<file path="config.mk">
export PLATFORM = sky130hd
export DESIGN_NAME = hbw_watchdog
export DESIGN_NICKNAME = d
export VERILOG_FILES = /design/src/rtl/hbw_pkg.sv /design/src/rtl/hbw_edge_sync.sv /design/src/rtl/hbw_tick_gen.sv /design/src/rtl/hbw_timeout_ctr.sv /design/src/rtl/hbw_watchdog.sv
export SDC_FILE = /design/constraint.sdc
export NUM_CORES = 1
export LEC_CHECK = 0
export ABC_AREA = 1
export ABC_CLOCK_PERIOD_IN_PS = 3900
export BUFFER_PORTS_ARGS = -buffer_cell sky130_fd_sc_hd__buf_2
export CAP_MARGIN = 15
export CORE_MARGIN = 3
export CORE_UTILIZATION = 60
export DETAILED_ROUTE_END_ITERATION = 8
export PLACE_DENSITY_LB_ADDON = 0.05
export SYNTH_ARGS = -nofsm -noshare
export SYNTH_HDL_FRONTEND = slang
export SYNTH_SLANG_ARGS = --single-unit
export TNS_END_PERCENT = 50
</file>
<file path="constraint.sdc">
create_clock -name clk -period 3.9 [get_ports clk]
set_input_delay 0.585 -clock clk [delete_from_list [all_inputs] [get_ports clk]]
set_output_delay 0.585 -clock clk [all_outputs]
set_load 0.02 [all_outputs]
</file>
<file path="src/rtl/hbw_pkg.sv">
package hbw_pkg;
   // Counter width able to hold values 0..max_val, never less than 1 bit
   function automatic int unsigned cnt_width(input int unsigned max_val);
      return (max_val < 2) ? 1 : $clog2(max_val + 1);
   endfunction
endpackage

</file>
<file path="src/rtl/hbw_edge_sync.sv">
module hbw_edge_sync #(
   parameter int unsigned STAGES = 2
) (
   input  logic clk,
   input  logic rst_n,
   input  logic async_in,
   output logic edge_pulse
);
   logic [STAGES-1:0] chain;
   logic              last_q;

   generate
      if (STAGES < 2) begin : g_bad_stages
         $error("hbw_edge_sync: STAGES must be at least 2");
      end
      for (genvar i = 0; i < STAGES; i++) begin : g_chain
         if (i == 0) begin : g_first
            always_ff @(posedge clk or negedge rst_n) begin
               if (!rst_n) chain[0] <= 1'b0;
               else        chain[0] <= async_in;
            end
         end else begin : g_next
            always_ff @(posedge clk or negedge rst_n) begin
               if (!rst_n) chain[i] <= 1'b0;
               else        chain[i] <= chain[i-1];
            end
         end
      end
   endgenerate

   always_ff @(posedge clk or negedge rst_n) begin
      if (!rst_n) last_q <= 1'b0;
      else        last_q <= chain[STAGES-1];
   end

   // Either direction of change counts
   assign edge_pulse = chain[STAGES-1] ^ last_q;
endmodule

</file>
<file path="src/rtl/hbw_tick_gen.sv">
module hbw_tick_gen #(
   parameter int unsigned DIV = 50000
) (
   input  logic clk,
   input  logic rst_n,
   input  logic restart,
   output logic tick
);
   import hbw_pkg::*;
   localparam int unsigned PW = cnt_width(DIV - 1);

   generate
      if (DIV < 1) begin : g_bad_div
         $error("hbw_tick_gen: DIV must be at least 1");
      end else if (DIV == 1) begin : g_every_cycle
         assign tick = ~restart;
      end else begin : g_divider
         logic [PW-1:0] phase;
         localparam logic [PW-1:0] LAST = PW'(DIV - 1);
         always_ff @(posedge clk or negedge rst_n) begin
            if (!rst_n)             phase <= '0;
            else if (restart)       phase <= '0;
            else if (phase == LAST) phase <= '0;
            else                    phase <= phase + 1'b1;
         end
         assign tick = (phase == LAST) && !restart;
      end
   endgenerate
endmodule

</file>
<file path="src/rtl/hbw_timeout_ctr.sv">
module hbw_timeout_ctr #(
   parameter int unsigned TICKS = 1600,
   localparam int unsigned CW = hbw_pkg::cnt_width(TICKS)
) (
   input  logic          clk,
   input  logic          rst_n,
   input  logic          clear,
   input  logic          tick,
   output logic [CW-1:0] count,
   output logic          expired
);
   localparam logic [CW-1:0] LIMIT = CW'(TICKS);

   generate
      if (TICKS < 1) begin : g_bad_ticks
         $error("hbw_timeout_ctr: TICKS must be at least 1");
      end
   endgenerate

   // Clear has priority over the counting tick; the count saturates at LIMIT
   always_ff @(posedge clk or negedge rst_n) begin
      if (!rst_n)                      count <= '0;
      else if (clear)                  count <= '0;
      else if (tick && count != LIMIT) count <= count + 1'b1;
   end

   assign expired = (count == LIMIT);
endmodule

</file>
<file path="src/rtl/hbw_watchdog.sv">
module hbw_watchdog #(
   parameter int unsigned SYNC_STAGES   = 2,
   parameter int unsigned PRESCALE_DIV  = 50000,
   parameter int unsigned TIMEOUT_TICKS = 1600
) (
   input  logic clk,
   input  logic rst_n,
   input  logic hb_in,
   input  logic sup_rst_act,
   input  logic low_supply,
   output logic fault_n
);
   localparam int unsigned CW = hbw_pkg::cnt_width(TIMEOUT_TICKS);

   logic          hb_edge;
   logic          clr;
   logic          tick;
   logic [CW-1:0] count;
   logic          expired;

   hbw_edge_sync #(.STAGES(SYNC_STAGES)) u_sync (
      .clk        (clk),
      .rst_n      (rst_n),
      .async_in   (hb_in),
      .edge_pulse (hb_edge)
   );

   assign clr = hb_edge | sup_rst_act;

   hbw_tick_gen #(.DIV(PRESCALE_DIV)) u_tick (
      .clk     (clk),
      .rst_n   (rst_n),
      .restart (clr),
      .tick    (tick)
   );

   hbw_timeout_ctr #(.TICKS(TIMEOUT_TICKS)) u_ctr (
      .clk     (clk),
      .rst_n   (rst_n),
      .clear   (clr),
      .tick    (tick),
      .count   (count),
      .expired (expired)
   );

   // Low supply forces the fault without any clock delay
   assign fault_n = ~(expired | low_supply);
endmodule

</file>
==> summary.log, run 1 <==
[synthesis] sequential share of the synthesized area 41.9%
[pwr] Max VDD drop 0.189 mV
[sta] RSZ-0062 raised after global routing false
[synthesis] count of state elements after synthesis 30
[pwr] Switching Power 115 µW
[drt] number of nets still failing antenna checks after routing 0
[synthesis] number of distinct library cells after synthesis 23
[final_layout] layout overhead on the synthesized area 5.24%
[synthesis] area share of the largest cell type after synthesis 41.9%
[run] # Max-Cap Violations 0
[cts] # resized after CTS 0
[synthesis] post-synthesis net count 248
[pwr] LEAKAGE 0.878 nW
[worst_hold_path] worst hold path type input pin to asynchronous set/reset pin
[setup_path] type of the setup path with the least slack register to output pin
[drt] vias per inst 5.16
[sta] measured slew at the worst slew-check pin 0.641 ns
[floorplan] number of placed I/O pins 6
[synthesis] top area cells in the synthesized netlist sky130_fd_sc_hd__dfrtp_1, sky130_fd_sc_hd__nand2_1, sky130_fd_sc_hd__nor2_1
[cts] maximum root-to-sink buffer count 2
[synthesis] fraction of registers with async set or reset after synthesis 100%
[final_layout] ratio of cells with drive above 1 in the final layout 14.0%
[cts] number of buffers added to fix hold violations after cts 0
[cts] number of buffers inserted to repair setup after CTS 0
[final_layout] FF/Latch Area 751 µm²
[pwr] Sequential Power Share 62.8%
[placement] final weighted congestion in routability-driven placement 0.853
[global_route] global-route wire length before repair 5.61 mm
[synthesis] post-synth design cell area 1790 µm²
[sta] final count of negative-setup-slack endpoints 0
[global_route] via count of the first global-routing pass 1300
[sta] headroom to the max-slew limit 57.3%
[setup_path] type of destination of the critical path output pin
[synthesis] number of instances in the synthesized netlist 240
[sta] Final Max Tran Viols 0
[global_route] GRT Overall Usage 20.6%
[synthesis] primary flip-flop cell chosen by synthesis mapping sky130_fd_sc_hd__dfrtp_1
[cts] TritonCTS sink count 30
[pwr] part of the power in combinational logic 5.1%
[sta] final critical-path required period 2.12 ns
[drt] routed via count 1450
[final_layout] number of antenna diodes 0
[setup_path] Startpoint Class register
[sta] setup TNS after final layout 0 ns
[synthesis] Ys Warns 0
[pwr] internal power contribution 387 µW
[pwr] relative contribution of the clock network to total power 32.1%
[floorplan] Die Footprint 3680 µm²
[setup_path] worst-path fanout max 4
[cts] cell at the root of the clock tree sky130_fd_sc_hd__clkbuf_4
[global_route] maximum number of pins on one net before global-route repair 31
[drt] initial drt markers 75
[cts] clk slew on worst S/H paths 0.09 ns
[sta] Fmax achieved 472 MHz
[synthesis] syn_area_per_cell 7.46 µm²
[cts] CTS tree done
[floorplan] Die Span Y 60.6 µm
[cts] clock insertion delay at the later pin of the skew report 0.31 ns
[status] outcome completed
[floorplan] overall die width 60.6 µm
[synthesis] most common cell in the netlist sky130_fd_sc_hd__nand2_1
[drt] first-pass iteration count of the detailed router 4
[cts] number of buffers created by CTS 5
[floorplan] standard-cell rows 19
[sta] worst clock skew 0.00691 ns
[floorplan] Starting Density 63.8%
[placement] HPWL after detailed placement 2.42 mm
[synthesis] library cell occupying the most area in the post-synthesis netlist sky130_fd_sc_hd__dfrtp_1
[synthesis] count of flip-flops with a built-in enable after synthesis 0
[sta] worst hold-check slack 0.282 ns
[synthesis] commonest cells in the synthesized netlist sky130_fd_sc_hd__nand2_1, sky130_fd_sc_hd__nor2_1, sky130_fd_sc_hd__dfrtp_1, sky130_fd_sc_hd__inv_1, sky130_fd_sc_hd__nand3_1
[final_layout] filler cell count in the final layout 245
[drt] average wire length per cell after detail routing 11.4 µm
[placement] port bufs 5
[setup_path] CP required 3.31 ns
[final_layout] combined area of the multi-input logic cells 916 µm²
[sta] final period utilization 54.3%
[pwr] share of total power consumed by net switching 22.8%
[final_layout] count of placed standard cells in the final layout, fillers left out 281
[pwr] cell area power density 266 nW/µm²
[placement] cell count after placement 274
[drt] detailed-route DRC error count 0
[final_layout] Net count, final 258
[floorplan] area inside the core boundary 2810 µm²
[global_route] overflow left after global routing 0
[drt] Routed WL 3.20 mm
[setup_path] data arrival time of the critical path 1.53 ns
[global_route] number of antenna violations at the first check in global routing 0
[cts] H-tree levels 2
[sta] final hold vios 0
power groups by stage:
stage	combinational (mW)	sequential (mW)	clock (mW)
after floorplan	0.0147	0.321	0
after global placement	0.0261	0.321	0
after detailed placement	0.0265	0.322	0
after CTS	0.0265	0.315	0.171
after global routing	0.0292	0.316	0.186
final	0.0257	0.315	0.161
cell type report:
| type | instances | share of cell area (%) |
|---|---|---|
| tap | 31 | 2.06 |
| inverter | 27 | 5.38 |
| multi-input combinational | 180 | 48.6 |
| sequential | 30 | 39.8 |
| clock buffer | 7 | 2.39 |
| timing repair buffer | 6 | 1.73 |
worst max-delay path, cell delays in order, from the launching register on:
cell	delay, ns
sky130_fd_sc_hd__dfrtp_1	0.41
sky130_fd_sc_hd__inv_1	0.11
sky130_fd_sc_hd__ha_1	0.18
sky130_fd_sc_hd__nand3_1	0.09
sky130_fd_sc_hd__nor3_2	0.23
sky130_fd_sc_hd__nor2_1	0.05
sky130_fd_sc_hd__buf_2	0.15
logic make-up after synthesis:
logic type	count (synthesis)	share of synthesized area, %
AO/OA/AOI/OAI	4	1.19
XOR/XNOR	9	4.40
adder cells (fa/ha/maj)	3	2.10
buffers and inverters	30	6.92
flip-flops	30	41.9
AND/OR/NAND/NOR	164	43.5
layer usage:
layer  track usage (%)  share of wire (%)  vias up
met5                 0                  0        -
met4              7.74                1.4        0
met3              5.11                2.6        6
met2              29.0                 40       18
met1              30.6                 55      650
li1                  -                  -      776
path summary, 6_finish.rpt:
kind	start	to	slack, ns	depth (start not counted)
setup / recovery	u_ctr.count[0]	fault_n	1.78	6
hold / removal	rst_n	u_tick.g_divider.phase[7]	0.28	1
setup reg to reg	u_tick.g_divider.phase[0]	u_ctr.count[5]	2.14	7
hold reg to reg	u_sync.chain[0]	u_sync.chain[1]	0.38	0
max in group asynchronous	rst_n	u_ctr.count[8]	3.19	1
min in group clk	hb_in	u_sync.chain[0]	0.38	1
state kept, by name, summed over array words and instances, names as in the netlist:
name,cells
u_sync.last_q,1
u_ctr.count,11
u_tick.g_divider.phase,16
u_sync.chain,2
per-stage QoR:
step | setup slack (ns) | instance area, µm² | power, mW | util [%]
2_1_floorplan | 2.26 | 1790 | 0.336 | -
3_3_place_gp | 2.09 | 1840 | 0.348 | 65.6
3_5_place_dp | 2.10 | 1840 | 0.348 | 65.6
4_1_cts | 1.75 | 1880 | 0.513 | 67.2
5_1_grt | 1.67 | 1880 | 0.531 | 67.2
6_report | 1.78 | 1880 | 0.502 | 67.2
layout by cell type, fill, tap and decap left out, drive strengths merged, types with 2 or more instances in the layout:
cell type / n
nor3b: 2
nor3: 12
buf: 6
nand2: 62
inv: 27
nand3: 35
xor2: 8
a21oi: 3
clkbuf: 7
nor2: 51
dfrtp: 30
ha: 3
(Power assumes the default switching activity.)
==> run 2: changes to the inputs <==
ABC_CLOCK_PERIOD_IN_PS = 2100   (was 3900)
clock period = 2.1 ns   (was 3.9 ns; I/O delays follow)
==> run 2 against run 1 <==
Compared with the run above:
- the flow now finishes with violations (hold timing)
- wire length increased by 7.2%
- die area unchanged
- highest routed layer unchanged
- critical path depth unchanged
- sequential power increased by 86%
- sequential share of layout area decreased by 1.0 points
==> summary.log, run 2 (synthesis results as in run 1) <==
[drt] Routed WL 3.44 mm [+7.2%]
[global_route] met2 Usage GRT 31.1% [+2.1 points]
[setup_path] Startpoint Class register
[final_layout] Regs by FF count u_tick.g_divider.phase: 16 flops, u_ctr.count: 11 flops, u_sync.chain: 2 flops
[floorplan] overall die width 60.6 µm [unchanged]
[global_route] number of antenna violations at the first check in global routing 0 [unchanged]
[run] # Max-Cap Violations 0 [unchanged]
[drt] number of nets still failing antenna checks after routing 0 [unchanged]
[pwr] total power 1.06 mW [+110%]
[cts] # resized after CTS 0 [unchanged]
[drt] detailed-route DRC error count 0 [unchanged]
[sta] final critical-path required period 1.90 ns
[sta] Final Max Tran Viols 0 [unchanged]
[floorplan] Die Footprint 3680 µm² [unchanged]
[cts] H-tree levels 2 [unchanged]
[cts] clock insertion delay at the later pin of the skew report 0.33 ns [+0.02 ns]
[status] outcome finished with violations
[sta] worst clock skew 0.00574 ns [-0.00117 ns]
[final_layout] FF/Latch Area 751 µm² [unchanged]
[final_layout] most used cells in the layout excluding fill and tap cells sky130_fd_sc_hd__nand2_1, sky130_fd_sc_hd__nor2_1, sky130_fd_sc_hd__dfrtp_1
[final_layout] register with the most flip-flops u_tick.g_divider.phase
[final_layout] flip-flop count of the largest register after layout 16 [unchanged]
[final_layout] number of antenna diodes 0 [unchanged]
[sta] Fmax achieved 526 MHz
[cts] CTS tree done
[drt] average wire length per cell after detail routing 12.1 µm [+6.1%]
[sta] final hold vios 12 [+12]
[floorplan] standard-cell rows 19 [unchanged]
[floorplan] area inside the core boundary 2810 µm² [unchanged]
[placement] HPWL after detailed placement 2.55 mm [+5.3%]
[placement] port bufs 5 [unchanged]
[sta] setup TNS after final layout 0 ns [unchanged]
[final_layout] Net count, final 260 [+0.78%]
[final_layout] post-route design area 1930 µm² [+2.6%]
[setup_path] Largest stage delay, worst path 0.43 ns [+0.02 ns]
[placement] area after detailed placement 1850 µm² [+0.82%]
[final_layout] ratio of cells with drive above 1 in the final layout 15.8% [+1.8 points]
[setup_path] ordered cell list for the critical path inv_1, ha_1, nand3_1, nor3_2, nor2_1, buf_2
[global_route] layer with the highest usage after global routing met1
[global_route] met3 Use GR 8.94% [+3.8 points]
[placement] worst slack, placed 0.401 ns [-1.70 ns]
[sta] final count of negative-setup-slack endpoints 0 [unchanged]
[sta] worst hold-check slack -0.00176 ns [-0.283 ns]
[cts] TritonCTS sink count 30 [unchanged]
[global_route] global-route wire length before repair 6.02 mm [+7.4%]
[cts] number of buffers added to fix hold violations after cts 0 [unchanged]
[status] violated checks hold timing
[global_route] met1 GRT Util 32.6% [+2.1 points]
[setup_path] data arrival time of the critical path 1.59 ns [+0.06 ns]
[final_layout] filler cell count in the final layout 259 [+5.7%]
[pwr] cell area power density 550 nW/µm² [+110%]
[pwr] Max VDD drop 0.420 mV [+120%]
[final_layout] commonest non-fill, non-tap cell in the layout sky130_fd_sc_hd__nand2_1
[global_route] maximum number of pins on one net before global-route repair 31 [unchanged]
[sta] RSZ-0062 raised after global routing false
[drt] vias per inst 5.32 [+3.1%]
[drt] initial drt markers 75 [unchanged]
[sta] worst setup margin 0.198 ns [-1.58 ns]
[cts] number of buffers inserted to repair setup after CTS 0 [unchanged]
[cts] maximum root-to-sink buffer count 2 [unchanged]
[global_route] GRT Overall Usage 22.8% [+2.2 points]
[placement] cell count after placement 276 [+0.73%]
[pwr] LEAKAGE 0.908 nW [+3.4%]
[final_layout] layout overhead on the synthesized area 7.97%
[final_layout] count of placed standard cells in the final layout, fillers left out 284 [+1.1%]
[floorplan] Die Span Y 60.6 µm [unchanged]
[worst_hold_path] worst hold path type input pin to asynchronous set/reset pin
[floorplan] number of placed I/O pins 6 [unchanged]
[global_route] overflow left after global routing 0 [unchanged]
[setup_path] CP required 1.78 ns [-1.53 ns]
[drt] routed via count 1511 [+4.2%]
[placement] final weighted congestion in routability-driven placement 0.911 [+6.8%]
[setup_path] cell with the largest stage delay on the worst path sky130_fd_sc_hd__dfrtp_1
[cts] clk slew on worst S/H paths 0.09 ns [about the same]
[global_route] via count of the first global-routing pass 1339 [+3.0%]
[final_layout] combined area of the multi-input logic cells 916 µm² [unchanged]
[setup_path] type of the setup path with the least slack register to output pin
[setup_path] type of destination of the critical path output pin
[setup_path] worst-path fanout max 4 [unchanged]
[floorplan] Starting Density 63.8% [unchanged]
[drt] first-pass iteration count of the detailed router 4 [unchanged]
[cts] cell at the root of the clock tree sky130_fd_sc_hd__clkbuf_4
[cts] number of buffers created by CTS 5 [unchanged]
[final_layout] core utilization of the finished layout 68.9% [+1.7 points]
[sta] headroom to the max-slew limit 56.7% [-0.56 points]
[sta] measured slew at the worst slew-check pin 0.649 ns [+0.00836 ns]
[sta] final period utilization 90.6%
## run 2: cell type report
cell class | instances | share of cell area [%]
multi-input cells | 180 | 47.4
flip-flops and latches | 30 | 38.8
inverters | 27 | 5.24
clock buffers | 8 | 4.08
repair buffers | 8 | 2.46
well taps | 31 | 2.01
## run 2: worst max-delay path, delay by kind of cell (launching register included)
kind,cells,cell delay [ns]
DFF,1,0.43
and+or+nand+nor,3,0.39
buffers and inverters,2,0.26
adders and majority gates,1,0.19
## run 2: power breakdown
part           switching, mW  total, mW  internal [mW]  leakage (nW)
clock network          0.199      0.427          0.228        0.0446
registers            0.00304      0.586          0.583         0.411
logic                 0.0374     0.0498         0.0124         0.452
total                  0.239       1.06          0.824         0.908
## run 2: path summary, 6_finish.rpt
check / to / cells after the start / from / slack, ns
setup reg to reg: u_ctr.count[10] / 8 / u_tick.g_divider.phase[0] / 0.38
hold reg to reg: u_sync.chain[1] / 0 / u_sync.chain[0] / 0.38
setup / recovery: fault_n / 6 / u_ctr.count[0] / 0.20
min in group clk: u_sync.chain[0] / 1 / hb_in / 0.08
max in group asynchronous: u_ctr.count[10] / 1 / rst_n / 1.68
hold / removal: u_ctr.count[8] / 1 / rst_n / -0.002
## run 2: metal layers
metal	wire (µm)	share of wire (%)	vias to the layer above
li1	-	-	779
met1	1720	50	697
met2	1470	43	31
met3	196	5.7	4
met4	46	1.3	0
met5	0	0	-
==> run 3: changes to the inputs <==
PLACE_DENSITY = 0.8   (was unset)
PLACE_DENSITY_LB_ADDON = unset   (was 0.05)
==> run 3 against run 2 <==
Compared with the run above:
- the flow now finishes without violations
- final cell count down 0.35%
- global-route usage is 1.3 points lower
- sequential power barely moved
==> summary.log, run 3 (synthesis results as in run 1) <==
[status] outcome completed
[pwr] relative contribution of the clock network to total power 41.6% [+1.4 points]
[final_layout] number of antenna diodes 0 [unchanged]
[pwr] part of the power in combinational logic 4.5% [-0.2 points]
[global_route] overflow left after global routing 0 [unchanged]
[sta] final critical-path required period 1.92 ns [+0.0180 ns]
[global_route] maximum number of pins on one net before global-route repair 31 [unchanged]
[drt] number of nets still failing antenna checks after routing 0 [unchanged]
[placement] final weighted congestion in routability-driven placement 0.889 [-2.3%]
[sta] worst hold-check slack 0.00104 ns [+0.00280 ns]
[sta] worst clock skew 0.00775 ns [+0.00201 ns]
[sta] final period utilization 91.4% [+0.86 points]
[pwr] cell area power density 564 nW/µm² [+2.6%]
[floorplan] area inside the core boundary 2810 µm² [unchanged]
[setup_path] worst-path fanout max 4 [unchanged]
[sta] headroom to the max-slew limit 56.1% [-0.58 points]
[placement] port bufs 5 [unchanged]
[final_layout] filler cell count in the final layout 234 [-9.7%]
[pwr] LEAKAGE 0.903 nW [-0.52%]
[floorplan] Die Span Y 60.6 µm [unchanged]
[worst_hold_path] worst hold path type input pin to asynchronous set/reset pin
[global_route] via count of the first global-routing pass 1355 [+1.2%]
[cts] clock insertion delay at the later pin of the skew report 0.33 ns [about the same]
[pwr] total power 1.09 mW [+2.2%]
[sta] Final Max Tran Viols 0 [unchanged]
[global_route] GRT Overall Usage 21.5% [-1.3 points]
[setup_path] type of the setup path with the least slack register to output pin
[drt] detailed-route DRC error count 0 [unchanged]
[drt] Routed WL 3.36 mm [-2.2%]
[cts] number of buffers added to fix hold violations after cts 0 [unchanged]
[sta] final count of negative-setup-slack endpoints 0 [unchanged]
[sta] Fmax achieved 521 MHz [-0.94%]
[final_layout] layout overhead on the synthesized area 7.48%
[final_layout] Regs by FF count u_tick.g_divider.phase: 16 flops, u_ctr.count: 11 flops, u_sync.chain: 2 flops
[placement] HPWL after detailed placement 2.46 mm [-3.6%]
[final_layout] commonest non-fill, non-tap cell in the layout sky130_fd_sc_hd__nand2_1
[cts] number of buffers created by CTS 5 [unchanged]
[cts] clk slew on worst S/H paths 0.10 ns [about the same]
[floorplan] Starting Density 63.8% [unchanged]
[pwr] Max VDD drop 0.431 mV [+2.8%]
[final_layout] most used cells in the layout excluding fill and tap cells sky130_fd_sc_hd__nand2_1, sky130_fd_sc_hd__nor2_1, sky130_fd_sc_hd__dfrtp_1
[placement] worst slack, placed 0.410 ns [+0.00908 ns]
[setup_path] CP required 1.78 ns [about the same]
[floorplan] overall die width 60.6 µm [unchanged]
[pwr] Sequential Power Share 53.9% [-1.2 points]
[final_layout] register with the most flip-flops u_tick.g_divider.phase
[drt] routed via count 1488 [-1.5%]
[final_layout] ratio of cells with drive above 1 in the final layout 15.5% [-0.33 points]
[setup_path] Register-to-Register Path Depth 8 [unchanged]
[cts] TritonCTS sink count 30 [unchanged]
[setup_path] type of destination of the critical path output pin
[sta] setup TNS after final layout 0 ns [unchanged]
[drt] vias per inst 5.26 [-1.2%]
[sta] worst setup margin 0.180 ns [-0.0180 ns]
[sta] final hold vios 0 [-12]
[cts] cell at the root of the clock tree sky130_fd_sc_hd__clkbuf_4
[final_layout] Net count, final 259 [-0.38%]
[pwr] Switching Power 246 µW [+2.8%]
[setup_path] Startpoint Class register
[cts] maximum root-to-sink buffer count 2 [unchanged]
[sta] RSZ-0062 raised after global routing false
[drt] average wire length per cell after detail routing 11.9 µm [-1.9%]
[global_route] number of antenna violations at the first check in global routing 0 [unchanged]
[setup_path] data arrival time of the critical path 1.61 ns [+0.02 ns]
[pwr] share of total power consumed by net switching 22.6% [+0.14 points]
[floorplan] number of placed I/O pins 6 [unchanged]
[sta] measured slew at the worst slew-check pin 0.658 ns [+0.00871 ns]
[floorplan] standard-cell rows 19 [unchanged]
[cts] number of buffers inserted to repair setup after CTS 0 [unchanged]
[pwr] internal power contribution 840 µW [+2.0%]
[run] # Max-Cap Violations 0 [unchanged]
[drt] first-pass iteration count of the detailed router 4 [unchanged]
[global_route] global-route wire length before repair 5.85 mm [-2.9%]
[cts] H-tree levels 2 [unchanged]
[final_layout] flip-flop count of the largest register after layout 16 [unchanged]
[cts] # resized after CTS 0 [unchanged]
[cts] CTS tree done
[drt] initial drt markers 114 [+52%]
[final_layout] core utilization of the finished layout 68.6% [-0.31 points]
[floorplan] Die Footprint 3680 µm² [unchanged]
-- run 3: cell count changes in the layout (fill, tap and decap cells not counted) --
cell,delta
sky130_fd_sc_hd__bufinv_16,+1
sky130_fd_sc_hd__clkinv_2,+2
sky130_fd_sc_hd__buf_4,-1
sky130_fd_sc_hd__clkbuf_8,-3
-- run 3: layout make-up --
cell class              instances  area [µm²]  share of cell area (%)
repair buffers                  7        40.0                    2.08
clock buffers                   5        37.5                    1.95
multi-input cells             180         916                    47.6
clock inverters                 3        40.0                    2.08
inverters                      27         101                    5.27
well taps                      31        38.8                    2.02
flip-flops and latches         30         751                    39.0
-- run 3: power by group through the flow --
stage,clock network [mW],logic [mW],registers (mW)
floorplan,0,0.0273,0.597
global placement,0,0.0494,0.597
detailed placement,0,0.0496,0.597
CTS,0.466,0.0499,0.586
global route,0.497,0.0557,0.587
finish,0.451,0.0489,0.586
-- run 3: worst paths after layout --
| path | slack [ns] | from | end |
|---|---|---|---|
| setup / recovery | 0.18 | u_ctr.count[0] | fault_n |
| hold / removal | 0.001 | rst_n | u_tick.g_divider.phase[11] |
| setup reg to reg | 0.38 | u_tick.g_divider.phase[0] | u_ctr.count[2] |
| hold reg to reg | 0.36 | u_sync.chain[0] | u_sync.chain[1] |
| max in group asynchronous | 1.66 | rst_n | u_tick.g_divider.phase[7] |
| min in group clk | 0.09 | hb_in | u_sync.chain[0] |
-- run 3: through the flow --
step / cell area, µm² / std cells
after floorplan: 1790 / 240
after global placement: 1850 / 275
after detailed placement: 1850 / 275
after CTS: 1920 / 283
after global routing: 1920 / 283
final: 1920 / 283
-- run 3: worst max-delay path, cell delays in order, from the launching register on --
cell	delay, ns
sky130_fd_sc_hd__dfrtp_1	0.43
sky130_fd_sc_hd__inv_1	0.10
sky130_fd_sc_hd__ha_1	0.17
sky130_fd_sc_hd__nand3_1	0.10
sky130_fd_sc_hd__nor3_2	0.25
sky130_fd_sc_hd__nor2_1	0.07
sky130_fd_sc_hd__buf_2	0.16
-- run 3: layer usage --
layer / GRT usage [%] / vias up / part of all wire [%]
li1: - / 777 / -
met1: 31.6 / 687 / 53
met2: 31.1 / 19 / 43
met3: 7.02 / 5 / 3.3
met4: 4.64 / 0 / 0.83
met5: 0 / - / 0
